==> config.mk <==
export PLATFORM = sky130hd
export DESIGN_NAME = cfg_i2c_slave
export DESIGN_NICKNAME = d
export VERILOG_FILES = /design/src/rtl/cfg_i2c_pkg.sv /design/src/rtl/cfg_i2c_filt.sv /design/src/rtl/cfg_i2c_cond.sv /design/src/rtl/cfg_i2c_fsm.sv /design/src/rtl/cfg_i2c_slave.sv
export SDC_FILE = /design/constraint.sdc
export NUM_CORES = 1
export LEC_CHECK = 0
export BUFFER_PORTS_ARGS = -buffer_cell sky130_fd_sc_hd__buf_4
export CAP_MARGIN = 10
export CORE_MARGIN = 4
export CORE_UTILIZATION = 62
export DETAILED_ROUTE_END_ITERATION = 7
export PLACE_DENSITY_LB_ADDON = 0.1
export SYNTH_ARGS = -nofsm -noshare
export SYNTH_HDL_FRONTEND = slang
export SYNTH_SLANG_ARGS = --single-unit
==> constraint.sdc <==
create_clock -name clk_i -period 3.65 [get_ports clk_i]
set_input_delay 0.5475 -clock clk_i [delete_from_list [all_inputs] [get_ports clk_i]]
set_output_delay 0.5475 -clock clk_i [all_outputs]
set_load 0.005 [all_outputs]
==> src/rtl/cfg_i2c_pkg.sv <==
package cfg_i2c_pkg;
  localparam int unsigned BYTE_W = 8;
  localparam int unsigned CNT_W  = $clog2(BYTE_W + 1);

  localparam logic [5:0]        DEV_ADDR_HI   = 6'b111010;
  localparam logic [BYTE_W-1:0] BCAST_ADDR    = 8'h00;
  localparam logic [BYTE_W-1:0] BCAST_RST     = 8'h06;
  localparam logic [4:0]        HS_CODE_TOP   = 5'b00001;

  typedef enum logic [2:0] {
    ST_IDLE,
    ST_RX,
    ST_ACK,
    ST_TX,
    ST_MACK,
    ST_SKIP
  } xfer_st_e;
endpackage

==> src/rtl/cfg_i2c_filt.sv <==
module cfg_i2c_filt #(
  parameter int unsigned SYNC_STAGES = 2,
  parameter int unsigned VOTE_LEN    = 3
) (
  input  logic clk_i,
  input  logic rst_ni,
  input  logic line_i,
  output logic line_o
);
  localparam int unsigned VCW  = $clog2(VOTE_LEN + 1);
  localparam int unsigned HALF = VOTE_LEN / 2;

  logic [SYNC_STAGES-1:0] sync_q;
  logic [VOTE_LEN-1:0]    win_q;
  logic [VCW-1:0]         ones;
  logic                   line_q;

  always_comb begin
    ones = '0;
    for (int i = 0; i < VOTE_LEN; i++) ones = ones + VCW'(win_q[i]);
  end

  always_ff @(posedge clk_i or negedge rst_ni) begin
    if (!rst_ni) begin
      sync_q <= '1;
      win_q  <= '1;
      line_q <= 1'b1;
    end else begin
      sync_q <= {sync_q[SYNC_STAGES-2:0], line_i};
      win_q  <= {win_q[VOTE_LEN-2:0], sync_q[SYNC_STAGES-1]};
      line_q <= (ones > VCW'(HALF));
    end
  end

  assign line_o = line_q;
endmodule

==> src/rtl/cfg_i2c_cond.sv <==
module cfg_i2c_cond (
  input  logic clk_i,
  input  logic rst_ni,
  input  logic scl_f_i,
  input  logic sda_f_i,
  output logic scl_rise_o,
  output logic scl_fall_o,
  output logic start_o,
  output logic stop_o
);
  logic scl_p_q, sda_p_q;

  always_ff @(posedge clk_i or negedge rst_ni) begin
    if (!rst_ni) begin
      scl_p_q <= 1'b1;
      sda_p_q <= 1'b1;
    end else begin
      scl_p_q <= scl_f_i;
      sda_p_q <= sda_f_i;
    end
  end

  assign scl_rise_o = ~scl_p_q & scl_f_i;
  assign scl_fall_o = scl_p_q & ~scl_f_i;
  // SDA edge with SCL high on both samples is a bus condition
  assign start_o    = scl_p_q & scl_f_i & sda_p_q & ~sda_f_i;
  assign stop_o     = scl_p_q & scl_f_i & ~sda_p_q & sda_f_i;
endmodule

==> src/rtl/cfg_i2c_fsm.sv <==
module cfg_i2c_fsm
  import cfg_i2c_pkg::*;
(
  input  logic              clk_i,
  input  logic              rst_ni,
  input  logic              scl_rise_i,
  input  logic              scl_fall_i,
  input  logic              start_i,
  input  logic              stop_i,
  input  logic              sda_f_i,
  input  logic              addr_sel_i,
  input  logic [BYTE_W-1:0] rd_data_i,
  output logic              sda_oe_o,
  output logic [BYTE_W-1:0] wr_data_o,
  output logic              wr_valid_o,
  output logic              soft_rst_o,
  output logic              hs_mode_o
);
  localparam logic [CNT_W-1:0] LAST_BIT = CNT_W'(BYTE_W - 1);
  localparam logic [CNT_W-1:0] FULL     = CNT_W'(BYTE_W);

  xfer_st_e          st_q;
  logic [CNT_W-1:0]  cnt_q;
  logic [BYTE_W-1:0] sh_q, tx_q, wr_data_q;
  logic              first_q, rd_q, bcast_q, ack_q, nack_q;
  logic              wr_valid_q, soft_rst_q, hs_q;
  logic [BYTE_W-1:0] byte_nxt;

  assign byte_nxt = {sh_q[BYTE_W-2:0], sda_f_i};

  always_ff @(posedge clk_i or negedge rst_ni) begin
    if (!rst_ni) begin
      st_q       <= ST_IDLE;
      cnt_q      <= '0;
      sh_q       <= '0;
      tx_q       <= '1;
      wr_data_q  <= '0;
      first_q    <= 1'b0;
      rd_q       <= 1'b0;
      bcast_q    <= 1'b0;
      ack_q      <= 1'b0;
      nack_q     <= 1'b0;
      wr_valid_q <= 1'b0;
      soft_rst_q <= 1'b0;
      hs_q       <= 1'b0;
    end else begin
      wr_valid_q <= 1'b0;
      soft_rst_q <= 1'b0;
      if (stop_i) begin
        st_q <= ST_IDLE;
        hs_q <= 1'b0;
      end else if (start_i) begin
        st_q    <= ST_RX;
        cnt_q   <= '0;
        first_q <= 1'b1;
        rd_q    <= 1'b0;
        bcast_q <= 1'b0;
        ack_q   <= 1'b0;
      end else begin
        unique case (st_q)
          ST_RX: begin
            if (scl_rise_i && cnt_q < FULL) begin
              sh_q  <= byte_nxt;
              cnt_q <= cnt_q + 1'b1;
              if (cnt_q == LAST_BIT) begin
                ack_q <= 1'b0;
                if (first_q) begin
                  if (byte_nxt[BYTE_W-1:1] == {DEV_ADDR_HI, addr_sel_i}) begin
                    ack_q <= 1'b1;
                    rd_q  <= byte_nxt[0];
                  end else if (byte_nxt == BCAST_ADDR) begin
                    ack_q   <= 1'b1;
                    bcast_q <= 1'b1;
                  end else if (byte_nxt[BYTE_W-1:3] == HS_CODE_TOP) begin
                    hs_q <= 1'b1;
                  end
                end else if (bcast_q) begin
                  if (byte_nxt == BCAST_RST) begin
                    soft_rst_q <= 1'b1;
                    ack_q      <= 1'b1;
                  end
                end else begin
                  wr_data_q  <= byte_nxt;
                  wr_valid_q <= 1'b1;
                  ack_q      <= 1'b1;
                end
              end
            end else if (scl_fall_i && cnt_q == FULL) begin
              st_q    <= ack_q ? ST_ACK : ST_SKIP;
              first_q <= 1'b0;
            end
          end
          ST_ACK: begin
            if (scl_fall_i) begin
              cnt_q <= '0;
              if (rd_q) begin
                st_q <= ST_TX;
                tx_q <= rd_data_i;
              end else begin
                st_q <= ST_RX;
              end
            end
          end
          ST_TX: begin
            if (scl_fall_i) begin
              if (cnt_q == LAST_BIT) begin
                st_q  <= ST_MACK;
                cnt_q <= '0;
                tx_q  <= '1;
              end else begin
                tx_q  <= {tx_q[BYTE_W-2:0], 1'b1};
                cnt_q <= cnt_q + 1'b1;
              end
            end
          end
          ST_MACK: begin
            if (scl_rise_i) nack_q <= sda_f_i;
            if (scl_fall_i) begin
              if (nack_q) begin
                st_q <= ST_SKIP;
              end else begin
                st_q  <= ST_TX;
                tx_q  <= rd_data_i;
                cnt_q <= '0;
              end
            end
          end
          default: ;
        endcase
      end
    end
  end

  assign sda_oe_o   = (st_q == ST_ACK) | ((st_q == ST_TX) & ~tx_q[BYTE_W-1]);
  assign wr_data_o  = wr_data_q;
  assign wr_valid_o = wr_valid_q;
  assign soft_rst_o = soft_rst_q;
  assign hs_mode_o  = hs_q;
endmodule

==> src/rtl/cfg_i2c_slave.sv <==
module cfg_i2c_slave
  import cfg_i2c_pkg::*;
#(
  parameter int unsigned SYNC_STAGES = 2,
  parameter int unsigned VOTE_LEN    = 3
) (
  input  logic              clk_i,
  input  logic              rst_ni,
  input  logic              scl_i,
  input  logic              sda_i,
  input  logic              addr_sel_i,
  input  logic [BYTE_W-1:0] rd_data_i,
  output logic              sda_oe_o,
  output logic [BYTE_W-1:0] wr_data_o,
  output logic              wr_valid_o,
  output logic              soft_rst_o,
  output logic              hs_mode_o
);
  localparam int unsigned N_LINES = 2;

  logic [N_LINES-1:0] raw, clean;
  logic scl_f, sda_f, scl_rise, scl_fall, start_det, stop_det;

  assign raw   = {sda_i, scl_i};
  assign scl_f = clean[0];
  assign sda_f = clean[1];

  for (genvar g = 0; g < N_LINES; g++) begin : g_line
    cfg_i2c_filt #(
      .SYNC_STAGES(SYNC_STAGES),
      .VOTE_LEN   (VOTE_LEN)
    ) u_filt (
      .clk_i (clk_i),
      .rst_ni(rst_ni),
      .line_i(raw[g]),
      .line_o(clean[g])
    );
  end

  cfg_i2c_cond u_cond (
    .clk_i     (clk_i),
    .rst_ni    (rst_ni),
    .scl_f_i   (scl_f),
    .sda_f_i   (sda_f),
    .scl_rise_o(scl_rise),
    .scl_fall_o(scl_fall),
    .start_o   (start_det),
    .stop_o    (stop_det)
  );

  cfg_i2c_fsm u_fsm (
    .clk_i     (clk_i),
    .rst_ni    (rst_ni),
    .scl_rise_i(scl_rise),
    .scl_fall_i(scl_fall),
    .start_i   (start_det),
    .stop_i    (stop_det),
    .sda_f_i   (sda_f),
    .addr_sel_i(addr_sel_i),
    .rd_data_i (rd_data_i),
    .sda_oe_o  (sda_oe_o),
    .wr_data_o (wr_data_o),
    .wr_valid_o(wr_valid_o),
    .soft_rst_o(soft_rst_o),
    .hs_mode_o (hs_mode_o)
  );
endmodule

==> results of run 1 <==
## through the flow
step           utilization  instances  area (um2)
3_5_place_dp         0.697        280        2590
3_3_place_gp         0.697        280        2590
2_1_floorplan            -        219        2410
5_1_grt              0.725        288        2690
6_report             0.725        288        2690
4_1_cts              0.725        288        2690
## kinds of logic (layout without fill, tap and decap cells)
| kind of cell | count (synthesis) | count (layout) | synth area share |
|---|---|---|---|
| mux | 16 | 16 | 0.0866 |
| compound gates | 55 | 55 | 0.148 |
| simple gates | 70 | 70 | 0.145 |
| buf+inv | 20 | 41 | 0.0415 |
| fa+ha+maj | 4 | 4 | 0.0207 |
| flops | 52 | 52 | 0.551 |
| xor+xnor | 2 | 2 | 0.00726 |
## sequential cells by signal (all words and copies together), names as in the netlist
register and count:
u_fsm.tx_q 8, u_fsm.wr_data_o 8, u_fsm.sh_q 7, g_line.u_filt.win_q 6, g_line.u_filt.sync_q 4, u_fsm.cnt_q 4
u_fsm.st_q 3, g_line.u_filt.line_o 2, u_cond.scl_p_q 1, u_cond.sda_p_q 1, u_fsm.ack_q 1, u_fsm.bcast_q 1
u_fsm.first_q 1, u_fsm.hs_mode_o 1, u_fsm.nack_q 1, u_fsm.rd_q 1, u_fsm.soft_rst_o 1, u_fsm.wr_valid_o 1
## per-layer routing
layer / wire (um) / part of all wire
met5: 0 / 0
met4: 83 / 0.017
met3: 196 / 0.041
met2: 2400 / 0.51
met1: 2070 / 0.44
## worst register-to-register path: cells and delay by family (launching register included)
kind | cells | cell delay (ps)
simple gates | 4 | 1730
flops | 1 | 570
mux | 1 | 390
## layout by cell type (no fill, tap or decap), types with 2 or more instances in the layout
master / instances
sky130_fd_sc_hd__nor2_1: 14
sky130_fd_sc_hd__o31ai_1: 2
sky130_fd_sc_hd__a22o_1: 2
sky130_fd_sc_hd__inv_1: 8
sky130_fd_sc_hd__nand2_1: 25
sky130_fd_sc_hd__nor3_1: 2
sky130_fd_sc_hd__o221ai_1: 2
sky130_fd_sc_hd__mux2_4: 8
sky130_fd_sc_hd__dfstp_2: 22
sky130_fd_sc_hd__buf_4: 25
sky130_fd_sc_hd__nand3b_1: 2
sky130_fd_sc_hd__o21ai_0: 17
sky130_fd_sc_hd__a21o_1: 3
sky130_fd_sc_hd__o22ai_1: 8
sky130_fd_sc_hd__or3_1: 3
sky130_fd_sc_hd__dfrtp_1: 30
sky130_fd_sc_hd__nand2b_1: 5
sky130_fd_sc_hd__nand3_1: 8
sky130_fd_sc_hd__a21oi_1: 6
sky130_fd_sc_hd__clkbuf_8: 5
sky130_fd_sc_hd__o311ai_0: 3
sky130_fd_sc_hd__o41ai_1: 2
sky130_fd_sc_hd__mux2_2: 7
sky130_fd_sc_hd__ha_1: 4
sky130_fd_sc_hd__o21ai_1: 2
## final cells by class
cell class | count | share of cell area
inverters | 8 | 0.0112
clock inverters | 1 | 0.00186
multi-input cells | 147 | 0.365
repair buffers | 25 | 0.0697
clock buffers | 7 | 0.0362
flip-flops and latches | 52 | 0.493
well taps | 48 | 0.0223
## path summary, 6_finish.rpt
check	to	slack [ps]
worst min register to register	g_line[1].u_filt.win_q[2]	360
worst max register to register	u_fsm.wr_data_o[6]	830
max in group asynchronous	u_fsm.wr_data_o[4]	2990
worst min-delay path	u_fsm.st_q[1]	250
worst max-delay path	u_fsm.wr_data_o[6]	830
min in group clk_i	g_line[1].u_filt.sync_q[0]	350
## power groups by stage
stage | Clock (mW) | Combinational, mW | Sequential (mW)
2_1_floorplan | 0 | 0.381 | 0.832
3_3_place_gp | 0 | 0.410 | 0.899
3_5_place_dp | 0 | 0.430 | 0.910
4_1_cts | 0.370 | 0.433 | 0.900
5_1_grt | 0.395 | 0.493 | 0.933
6_report | 0.360 | 0.430 | 0.902
==> qor.log, run 1 <==
qor: logic_synthesis.synth.net_count 236
qor: grt.grt.busiest_layer met2
qor: sta.fin_setup_tns 0 ps
qor: critical_path.critical_path_buf_inv_count 0
qor: sta.finalHoldViolations 0
qor: detailed_routing.dr.pass1.iters 4
qor: place.routabilityCongestion 0.954
qor: grt.via_count_of_the_first_global_routing_pass 1709
qor: grt.grt_first_pass_wirelength 8230 um
qor: critical_path.path_class reg2reg
qor: grt.grt_remaining_overflow 0
qor: place.sum_of_net_half_perimeters_after_detailed_placement 3350 um
qor: detailed_routing.wl 4750 um
qor: grt.grt_use_met1 0.279
qor: floorplan.chipHeight 70.4 um
qor: pwr.total_power 1.69 mW
qor: detailed_routing.wire_per_inst 16.5 um
qor: clocking.cts.root.buffer_cell sky130_fd_sc_hd__clkbuf_8
qor: detailed_routing.post_drt_via_cell_ratio 6.03
qor: logic_synthesis.sequential_area_share_after_synthesis 0.551
qor: detailed_routing.drt_first_iter_violations 143
qor: critical_path.worst_path_max_delay_cell sky130_fd_sc_hd__dfrtp_1
qor: critical_path.timing.critical_path.from_type flop
qor: sta.final.min_clock_period 2820 ps
qor: clocking.cts_setup_buffers 0
qor: worst_hold_path.holdCritPathClass in2async
qor: logic_synthesis.postSynthCellCount 219
qor: critical_path.cpPeakStageDelay 570 ps
qor: sta.slew_headroom 0.417
qor: job.cap_violations 0
qor: cells_and_area.diodes 0
qor: detailed_routing.drc 0
qor: logic_synthesis.synth.most_common_cell sky130_fd_sc_hd__dfrtp_1
qor: sta.fin_crit_sh 0.771
qor: critical_path.cp_data_required_time 3840 ps
qor: critical_path.critical_path_arrival 3000 ps
qor: clocking.clock_tree_from_tritoncts built
qor: sta.worstMarginPinSlew 869 ps
qor: floorplan.placeableCoreArea 0.00372 mm2
qor: logic_synthesis.synth_top_cell_by_area sky130_fd_sc_hd__dfrtp_1
qor: floorplan.die_area 0.00495 mm2
qor: clocking.clock-sinks 52
qor: clocking.worstSkewPairLatency 310 ps
qor: floorplan.start_util 0.649
qor: critical_path.worstReg2RegStart u_fsm.st_q[1]
qor: sta.fin_worst_skew 10.8 ps
qor: floorplan.rows 22
qor: critical_path.r2r_cells 5
qor: place.pre_cts_slack 897 ps
qor: detailed_routing.dr_total_vias 1736
qor: cells_and_area.flow.area_growth_from_synthesis 11.6%
qor: pwr.power_switching 0.568 mW
qor: critical_path.cp.depth 5
qor: clocking.cts-root-to-sink-buffers 2
qor: grt.initial_antenna_violation_count 0
qor: critical_path.critPathCaptureType flop
qor: detailed_routing.number_of_antenna_violating_nets_in_the_routed_design 0
qor: logic_synthesis.synthTopCellsByCount 30 x sky130_fd_sc_hd__dfrtp_1, 25 x sky130_fd_sc_hd__nand2_1, 22 x sky130_fd_sc_hd__dfstp_2
qor: critical_path.path_cells nand4bb_1 -> or3_1 -> or2_1 -> or3_1 -> mux2_4
qor: cells_and_area.multiInputGateArea 983 um2
qor: pwr.power_density 629 mW/mm2
qor: logic_synthesis.asyncSetResetFlopFracSynth 1.00
qor: pwr.power_leakage 1.24 nW
qor: floorplan.chipWidth 70.4 um
qor: critical_path.crit_family simple AND/OR/NAND/NOR gates
qor: clocking.ctsResizeCount 0
qor: clocking.holdBufCountCts 0
qor: logic_synthesis.synth_flop_cell sky130_fd_sc_hd__dfrtp_1
qor: logic_synthesis.synth_area_per_cell 11.0 um2
qor: sta.drv_slew 0
qor: logic_synthesis.ys_warn_count 0
qor: floorplan.io_pins 25
qor: logic_synthesis.synthDominantCellAreaShare 0.311
qor: logic_synthesis.ys_seq_elements 52
qor: pwr.power.switching_fraction 0.336
qor: clocking.clock_tree.htree_level_count 2
qor: logic_synthesis.yosys.cell_types.count 49
qor: pwr.power_frac_clock 0.213
qor: grt.grt_start_max_net_pins 53
qor: cells_and_area.fillCellCount 270
qor: sta.setup_viol 0
qor: sta.grt_setup_unrepaired false
qor: critical_path.worst-path-max-fanout 19
qor: clocking.numCtsBuffers 5
qor: pwr.worst_ir_drop_vdd 0.560 mV
qor: logic_synthesis.synth_area 0.00241 mm2
qor: grt.use_met2 0.346
qor: outcome.status completed
qor: sta.final.hold.worst_slack 246 ps
qor: grt.global_route_usage_over_all_layers 0.210
qor: sta.timing.final.ws_setup 835 ps
qor: grt.globalRouteMet3Util 0.0403
qor: cells_and_area.post_route_cells_drive_above_1_share 0.292
qor: critical_path.crit_start u_fsm.st_q[1]
qor: clocking.cts_clock_pin_slew_for_the_worst_setup_and_hold_paths 100 ps
qor: place.port_buffers 24
qor: cells_and_area.total_number_of_nets_in_the_final_design 256
qor: logic_synthesis.synth-edff-count 0
qor: pwr.comb_power_share 0.254
qor: pwr.seq_pwr_share 0.533
qor: sta.fmaxAchievable 355 MHz
qor: logic_synthesis.synth_top_area_cells sky130_fd_sc_hd__dfrtp_1 31%, sky130_fd_sc_hd__dfstp_2 24%, sky130_fd_sc_hd__mux2_4 5.0%
qor: critical_path.crit_top_cell sky130_fd_sc_hd__or3_1
qor: cells_and_area.flip_flop_and_latch_area 0.00133 mm2
qor: pwr.intPower 1.12 mW
No activity file was read; power rests on OpenSTA's default activity.
==> inputs of run 2 (changes only) <==
--- a/config.mk
+++ b/config.mk
@@ -8,7 +8,7 @@
 export BUFFER_PORTS_ARGS = -buffer_cell sky130_fd_sc_hd__buf_4
 export CAP_MARGIN = 10
 export CORE_MARGIN = 4
-export CORE_UTILIZATION = 62
+export CORE_UTILIZATION = 58
 export DETAILED_ROUTE_END_ITERATION = 7
 export PLACE_DENSITY_LB_ADDON = 0.1
 export SYNTH_ARGS = -nofsm -noshare
==> constraint.sdc (replaced) <==
create_clock -name clk_i -period 2.7 [get_ports clk_i]
set_input_delay 0.405 -clock clk_i [delete_from_list [all_inputs] [get_ports clk_i]]
set_output_delay 0.405 -clock clk_i [all_outputs]
set_load 0.005 [all_outputs]
==> run 2 against run 1 <==
Final cell count is 2.8% higher. Critical path type unchanged. Power is 37% higher. Die area is 6.1% higher. Critical path depth stayed put. Via count is 2.1% higher. Routed wire length is 3.3% higher. Worst setup slack worse by 630 ps. Utilization is 4.1 points lower. Cell area is 1.6% higher. Flip-flop and latch count stayed put.
==> qor.log, run 2 (same netlist as run 1, synthesis figures left out) <==
qor: pwr.worst_ir_drop_vdd 0.429 mV
qor: sta.drv_slew 0
qor: cells_and_area.final-instance-count-excl-fill 296
qor: clocking.worstSkewPairLatency 300 ps
qor: clocking.ctsResizeCount 0
qor: clocking.numCtsBuffers 5
qor: floorplan.rows 23
qor: sta.fin_setup_tns 0 ps
qor: clocking.cts.root.buffer_cell sky130_fd_sc_hd__clkbuf_8
qor: detailed_routing.dr_total_vias 1773
qor: detailed_routing.wl 4910 um
qor: floorplan.io_pins 25
qor: critical_path.cp_data_required_time 2900 ps
qor: sta.slew_headroom 0.575
qor: grt.global_route_usage_over_all_layers 0.201
qor: grt.initial_antenna_violation_count 0
qor: sta.setup_viol 0
qor: critical_path.crit_start g_line[0].u_filt.line_o
qor: grt.via_count_of_the_first_global_routing_pass 1783
qor: worst_hold_path.holdCritPathClass in2async
qor: floorplan.placeableCoreArea 0.00400 mm2
qor: clocking.cts-root-to-sink-buffers 2
qor: detailed_routing.dr.pass1.iters 4
qor: clocking.cts_setup_buffers 0
qor: grt.grt_remaining_overflow 0
qor: sta.finalHoldViolations 0
qor: place.dpl.cell_count 288
qor: sta.final.hold.worst_slack 123 ps
qor: clocking.holdBufCountCts 0
qor: sta.grt_setup_unrepaired false
qor: sta.worstMarginPinSlew 638 ps
qor: place.sum_of_net_half_perimeters_after_detailed_placement 3520 um
qor: outcome.status completed
qor: pwr.total_power 2.31 mW
qor: detailed_routing.drc 0
qor: place.port_buffers 24
qor: cells_and_area.final_design_area_no_fill 0.00274 mm2
qor: sta.fin_crit_sh 0.923
qor: floorplan.chipWidth 72.5 um
qor: critical_path.regToRegEndpoint u_fsm.wr_data_o[2]
qor: critical_path.path_class reg2reg
qor: cells_and_area.flow.area_growth_from_synthesis 13.4%
qor: sta.final.min_clock_period 2490 ps
qor: pwr.power_leakage 1.26 nW
qor: job.cap_violations 0
qor: critical_path.timing.critical_path.from_type flop
qor: clocking.clock_tree_from_tritoncts built
qor: cells_and_area.fillCellCount 301
qor: detailed_routing.wire_per_inst 16.6 um
qor: critical_path.worst-path-max-fanout 11
qor: cells_and_area.total_number_of_nets_in_the_final_design 262
qor: detailed_routing.number_of_antenna_violating_nets_in_the_routed_design 0
qor: floorplan.die_area 0.00525 mm2
qor: critical_path.critPathCaptureType flop
qor: clocking.clock-sinks 52
qor: pwr.power_density 846 mW/mm2
qor: cells_and_area.mostFrequentLayoutCells 31 x sky130_fd_sc_hd__buf_4, 30 x sky130_fd_sc_hd__dfrtp_1, 25 x sky130_fd_sc_hd__nand2_1, 22 x sky130_fd_sc_hd__dfstp_2, 17 x sky130_fd_sc_hd__o21ai_0
qor: detailed_routing.drt_first_iter_violations 130
qor: grt.grt_first_pass_wirelength 8180 um
qor: critical_path.r2r_cells 5
qor: floorplan.chipHeight 72.5 um
qor: critical_path.worstReg2RegStart g_line[0].u_filt.line_o
qor: critical_path.timing.reg2reg.setup_slack 210 ps
qor: sta.fmaxAchievable 401 MHz
qor: detailed_routing.post_drt_via_cell_ratio 5.99
qor: cells_and_area.post_route_cells_drive_above_1_share 0.313
qor: grt.grt_start_max_net_pins 53
qor: sta.fin_worst_skew 3.68 ps
qor: clocking.cts_clock_pin_slew_for_the_worst_setup_and_hold_paths 100 ps
qor: cells_and_area.final_common_cell sky130_fd_sc_hd__buf_4
qor: critical_path.critical_path_arrival 2690 ps
qor: place.routabilityCongestion 0.930
qor: cells_and_area.diodes 0
qor: clocking.clock_tree.htree_level_count 2
qor: floorplan.start_util 0.603
qor: place.dp_area 0.00264 mm2
==> run 2: cell count changes in the layout (fill, tap and decap cells not counted), sizes merged <==
cell,previous run,this run
buf,25,31
inv,8,11
clkbuf,7,5
clkinv,1,0
==> run 2: power by group <==
group          total (mW)  leakage [nW]  internal, mW  switching (mW)
sequential           1.17         0.628          1.01           0.165
clock               0.473        0.0511         0.196           0.277
combinational       0.668         0.584         0.301           0.367
==> run 2: worst max-delay path by stage <==
stage | endpoint | slack (ps) | cells past startpoint
after floorplan | u_fsm.wr_data_o[0] | 240 | 9
final | u_fsm.wr_data_o[2] | 210 | 5
after global routing | u_fsm.wr_data_o[1] | 120 | 5
after CTS | u_fsm.wr_data_o[6] | 220 | 5
after detailed placement | u_fsm.wr_data_o[6] | 230 | 5
after global placement | u_fsm.wr_data_o[3] | 290 | 5
==> run 2: layer usage <==
layer  part of all wire  global-route usage
met1               0.46               0.271
met2               0.50               0.326
met3              0.038              0.0388
met4             0.0073              0.0697
met5                  0                   0
==> run 2: worst max-delay path: stages, from the launching register on <==
cell                        delay [ps]
sky130_fd_sc_hd__dfstp_2           630
sky130_fd_sc_hd__nand4bb_1         130
sky130_fd_sc_hd__or3_1             350
sky130_fd_sc_hd__or2_1             310
sky130_fd_sc_hd__or3_1             580
sky130_fd_sc_hd__mux2_4            390
==> run 2: per-stage QoR <==
step / utilization / setup slack (ps)
after global routing: 0.684 / 115
after floorplan: - / 237
after global placement: 0.659 / 289
after detailed placement: 0.659 / 235
final: 0.684 / 209
after CTS: 0.684 / 217
==> run 2: layout make-up <==
type	count	area, um2	share of cell area
repair buffers	31	233	0.0851
clock inverters	3	28.8	0.0105
flip-flops and latches	52	1330	0.486
well taps	50	62.6	0.0229
multi-input cells	147	983	0.360
inverters	8	30.0	0.0110
clock buffers	5	68.8	0.0252
==> inputs of run 3 (changes only) <==
--- a/config.mk
+++ b/config.mk
@@ -5,12 +5,14 @@
 export SDC_FILE = /design/constraint.sdc
 export NUM_CORES = 1
 export LEC_CHECK = 0
+export ABC_CLOCK_PERIOD_IN_PS = 2700
 export BUFFER_PORTS_ARGS = -buffer_cell sky130_fd_sc_hd__buf_4
 export CAP_MARGIN = 10
 export CORE_MARGIN = 4
 export CORE_UTILIZATION = 58
 export DETAILED_ROUTE_END_ITERATION = 7
 export PLACE_DENSITY_LB_ADDON = 0.1
+export REMOVE_ABC_BUFFERS = 1
 export SYNTH_ARGS = -nofsm -noshare
 export SYNTH_HDL_FRONTEND = slang
 export SYNTH_SLANG_ARGS = --single-unit
==> run 3 against run 2 <==
First-iteration DRC count up 38%. Clock skew is 4.2 ps higher. Power down 1.7%. Sequential share of layout area increased by 0.31 points. Global-route usage grew 0.31 points. Via count shrank 2.8%.
==> qor.log, run 3 (same netlist as run 1, synthesis figures left out) <==
qor: outcome.status completed
qor: critical_path.cp_data_required_time 2900 ps
qor: cells_and_area.total_number_of_nets_in_the_final_design 260
qor: detailed_routing.drt_first_iter_violations 180
qor: floorplan.placeableCoreArea 0.00400 mm2
qor: critical_path.path_cells nand4bb_1 -> or3_1 -> or2_1 -> or3_1 -> mux2_4
qor: job.cap_violations 0
qor: detailed_routing.wire_per_inst 16.3 um
qor: detailed_routing.number_of_antenna_violating_nets_in_the_routed_design 0
qor: detailed_routing.drc 0
qor: floorplan.chipWidth 72.5 um
qor: sta.fmaxAchievable 399 MHz
qor: clocking.cts_setup_buffers 0
qor: sta.slew_headroom 0.580
qor: sta.drv_slew 0
qor: critical_path.path_class reg2reg
qor: pwr.worst_ir_drop_vdd 0.432 mV
qor: cells_and_area.diodes 0
qor: sta.grt_setup_unrepaired false
qor: sta.fin_worst_skew 7.88 ps
qor: clocking.cts.root.buffer_cell sky130_fd_sc_hd__clkbuf_8
qor: clocking.clock-sinks 52
qor: pwr.total_power 2.28 mW
qor: critical_path.critPathCaptureType flop
qor: critical_path.worst-path-max-fanout 11
qor: clocking.holdBufCountCts 0
qor: critical_path.timing.critical_path.from_type flop
qor: sta.fin_crit_sh 0.929
qor: clocking.cts_clock_pin_slew_for_the_worst_setup_and_hold_paths 100 ps
qor: floorplan.start_util 0.603
qor: detailed_routing.dr.pass1.iters 4
qor: critical_path.worst_path_max_delay_cell sky130_fd_sc_hd__dfstp_2
qor: critical_path.critical_path_arrival 2710 ps
qor: grt.grt_first_pass_wirelength 8270 um
qor: cells_and_area.post_route_cells_drive_above_1_share 0.307
qor: detailed_routing.dr_total_vias 1723
qor: clocking.cts-root-to-sink-buffers 2
qor: grt.grt_use_met1 0.274
qor: detailed_routing.wl 4800 um
qor: floorplan.io_pins 25
qor: clocking.clock_tree.htree_level_count 2
qor: place.routabilityCongestion 0.859
qor: place.port_buffers 24
qor: cells_and_area.flow.area_growth_from_synthesis 12.7%
qor: floorplan.chipHeight 72.5 um
qor: grt.global_route_usage_over_all_layers 0.204
qor: pwr.power_density 838 mW/mm2
qor: worst_hold_path.holdCritPathClass in2async
qor: grt.grt.busiest_layer met2
qor: cells_and_area.mostFrequentLayoutCells 30 x sky130_fd_sc_hd__dfrtp_1, 29 x sky130_fd_sc_hd__buf_4, 25 x sky130_fd_sc_hd__nand2_1, 22 x sky130_fd_sc_hd__dfstp_2, 17 x sky130_fd_sc_hd__o21ai_0
qor: sta.fin_setup_tns 0 ps
qor: clocking.clock_tree_from_tritoncts built
qor: critical_path.crit_top_cell sky130_fd_sc_hd__or3_1
qor: sta.worstMarginPinSlew 630 ps
qor: pwr.power_leakage 1.25 nW
qor: clocking.ctsResizeCount 0
qor: grt.use_met2 0.310
qor: grt.initial_antenna_violation_count 0
qor: grt.via_count_of_the_first_global_routing_pass 1735
qor: critical_path.cpPeakStageDelay 640 ps
qor: place.sum_of_net_half_perimeters_after_detailed_placement 3340 um
qor: detailed_routing.post_drt_via_cell_ratio 5.86
qor: cells_and_area.final_common_cell sky130_fd_sc_hd__dfrtp_1
qor: clocking.worstSkewPairLatency 310 ps
qor: floorplan.die_area 0.00525 mm2
qor: sta.finalHoldViolations 0
qor: floorplan.rows 23
qor: clocking.numCtsBuffers 5
qor: grt.grt_remaining_overflow 0
qor: grt.grt_start_max_net_pins 53
qor: sta.final.min_clock_period 2510 ps
qor: sta.setup_viol 0
qor: grt.globalRouteMet3Util 0.0512
==> run 3: cell count changes in the layout (fill, tap and decap cells not counted), sizes merged <==
cell | previous run | this run
buf | 31 | 29
clkinv | 0 | 1
inv | 11 | 10
==> run 3: final cells by class <==
| cell class | instances | area (um2) |
|---|---|---|
| flip-flops and latches | 52 | 1330 |
| fillers | 314 | 1280 |
| multi-input cells | 147 | 983 |
| repair buffers | 29 | 218 |
| clock buffers | 5 | 68.8 |
| well taps | 50 | 62.6 |
| inverters | 8 | 30.0 |
| clock inverters | 3 | 26.3 |
==> run 3: critical path: cells and delay by family, from the launching register on <==
family | cells | cell delay [ps]
multiplexers | 1 | 390
flip-flops | 1 | 640
AND/OR/NAND/NOR | 4 | 1370
==> run 3: per-stage QoR <==
stage                     std cells  utilization  setup WS (ps)  area [um2]  hold slack, ps
after floorplan                 207            -            206        2340             109
after global placement          286        0.656            283        2620             347
after detailed placement        286        0.656            218        2620             350
after CTS                       294        0.679            201        2720             120
after global routing            294        0.679            116        2720             145
final                           294        0.679            191        2720            99.3
==> run 3: where the power goes <==
group | internal [mW] | total [mW] | switching [mW]
Clock | 0.191 | 0.466 | 0.274
Combinational | 0.288 | 0.617 | 0.330
Sequential | 1.01 | 1.19 | 0.185
==> run 3: final timing paths <==
path                                             from                         end  slack (ps)  depth (start not counted)
max                           g_line[0].u_filt.line_o          u_fsm.wr_data_o[2]         190                          5
min                                            rst_ni               u_fsm.st_q[2]         100                          1
max reg2reg                   g_line[0].u_filt.line_o          u_fsm.wr_data_o[2]         190                          5
min reg2reg                g_line[0].u_filt.sync_q[1]   g_line[0].u_filt.win_q[0]         370                          0
max in group asynchronous                      rst_ni             u_fsm.hs_mode_o        2170                          1
min in group clk_i                              sda_i  g_line[1].u_filt.sync_q[0]         200                          1
==> run 3: routing by layer <==
layer	wire, um	up-vias
li1	-	837
met5	0	-
met3	182	9
met2	2280	32
met4	97	0
met1	2240	845
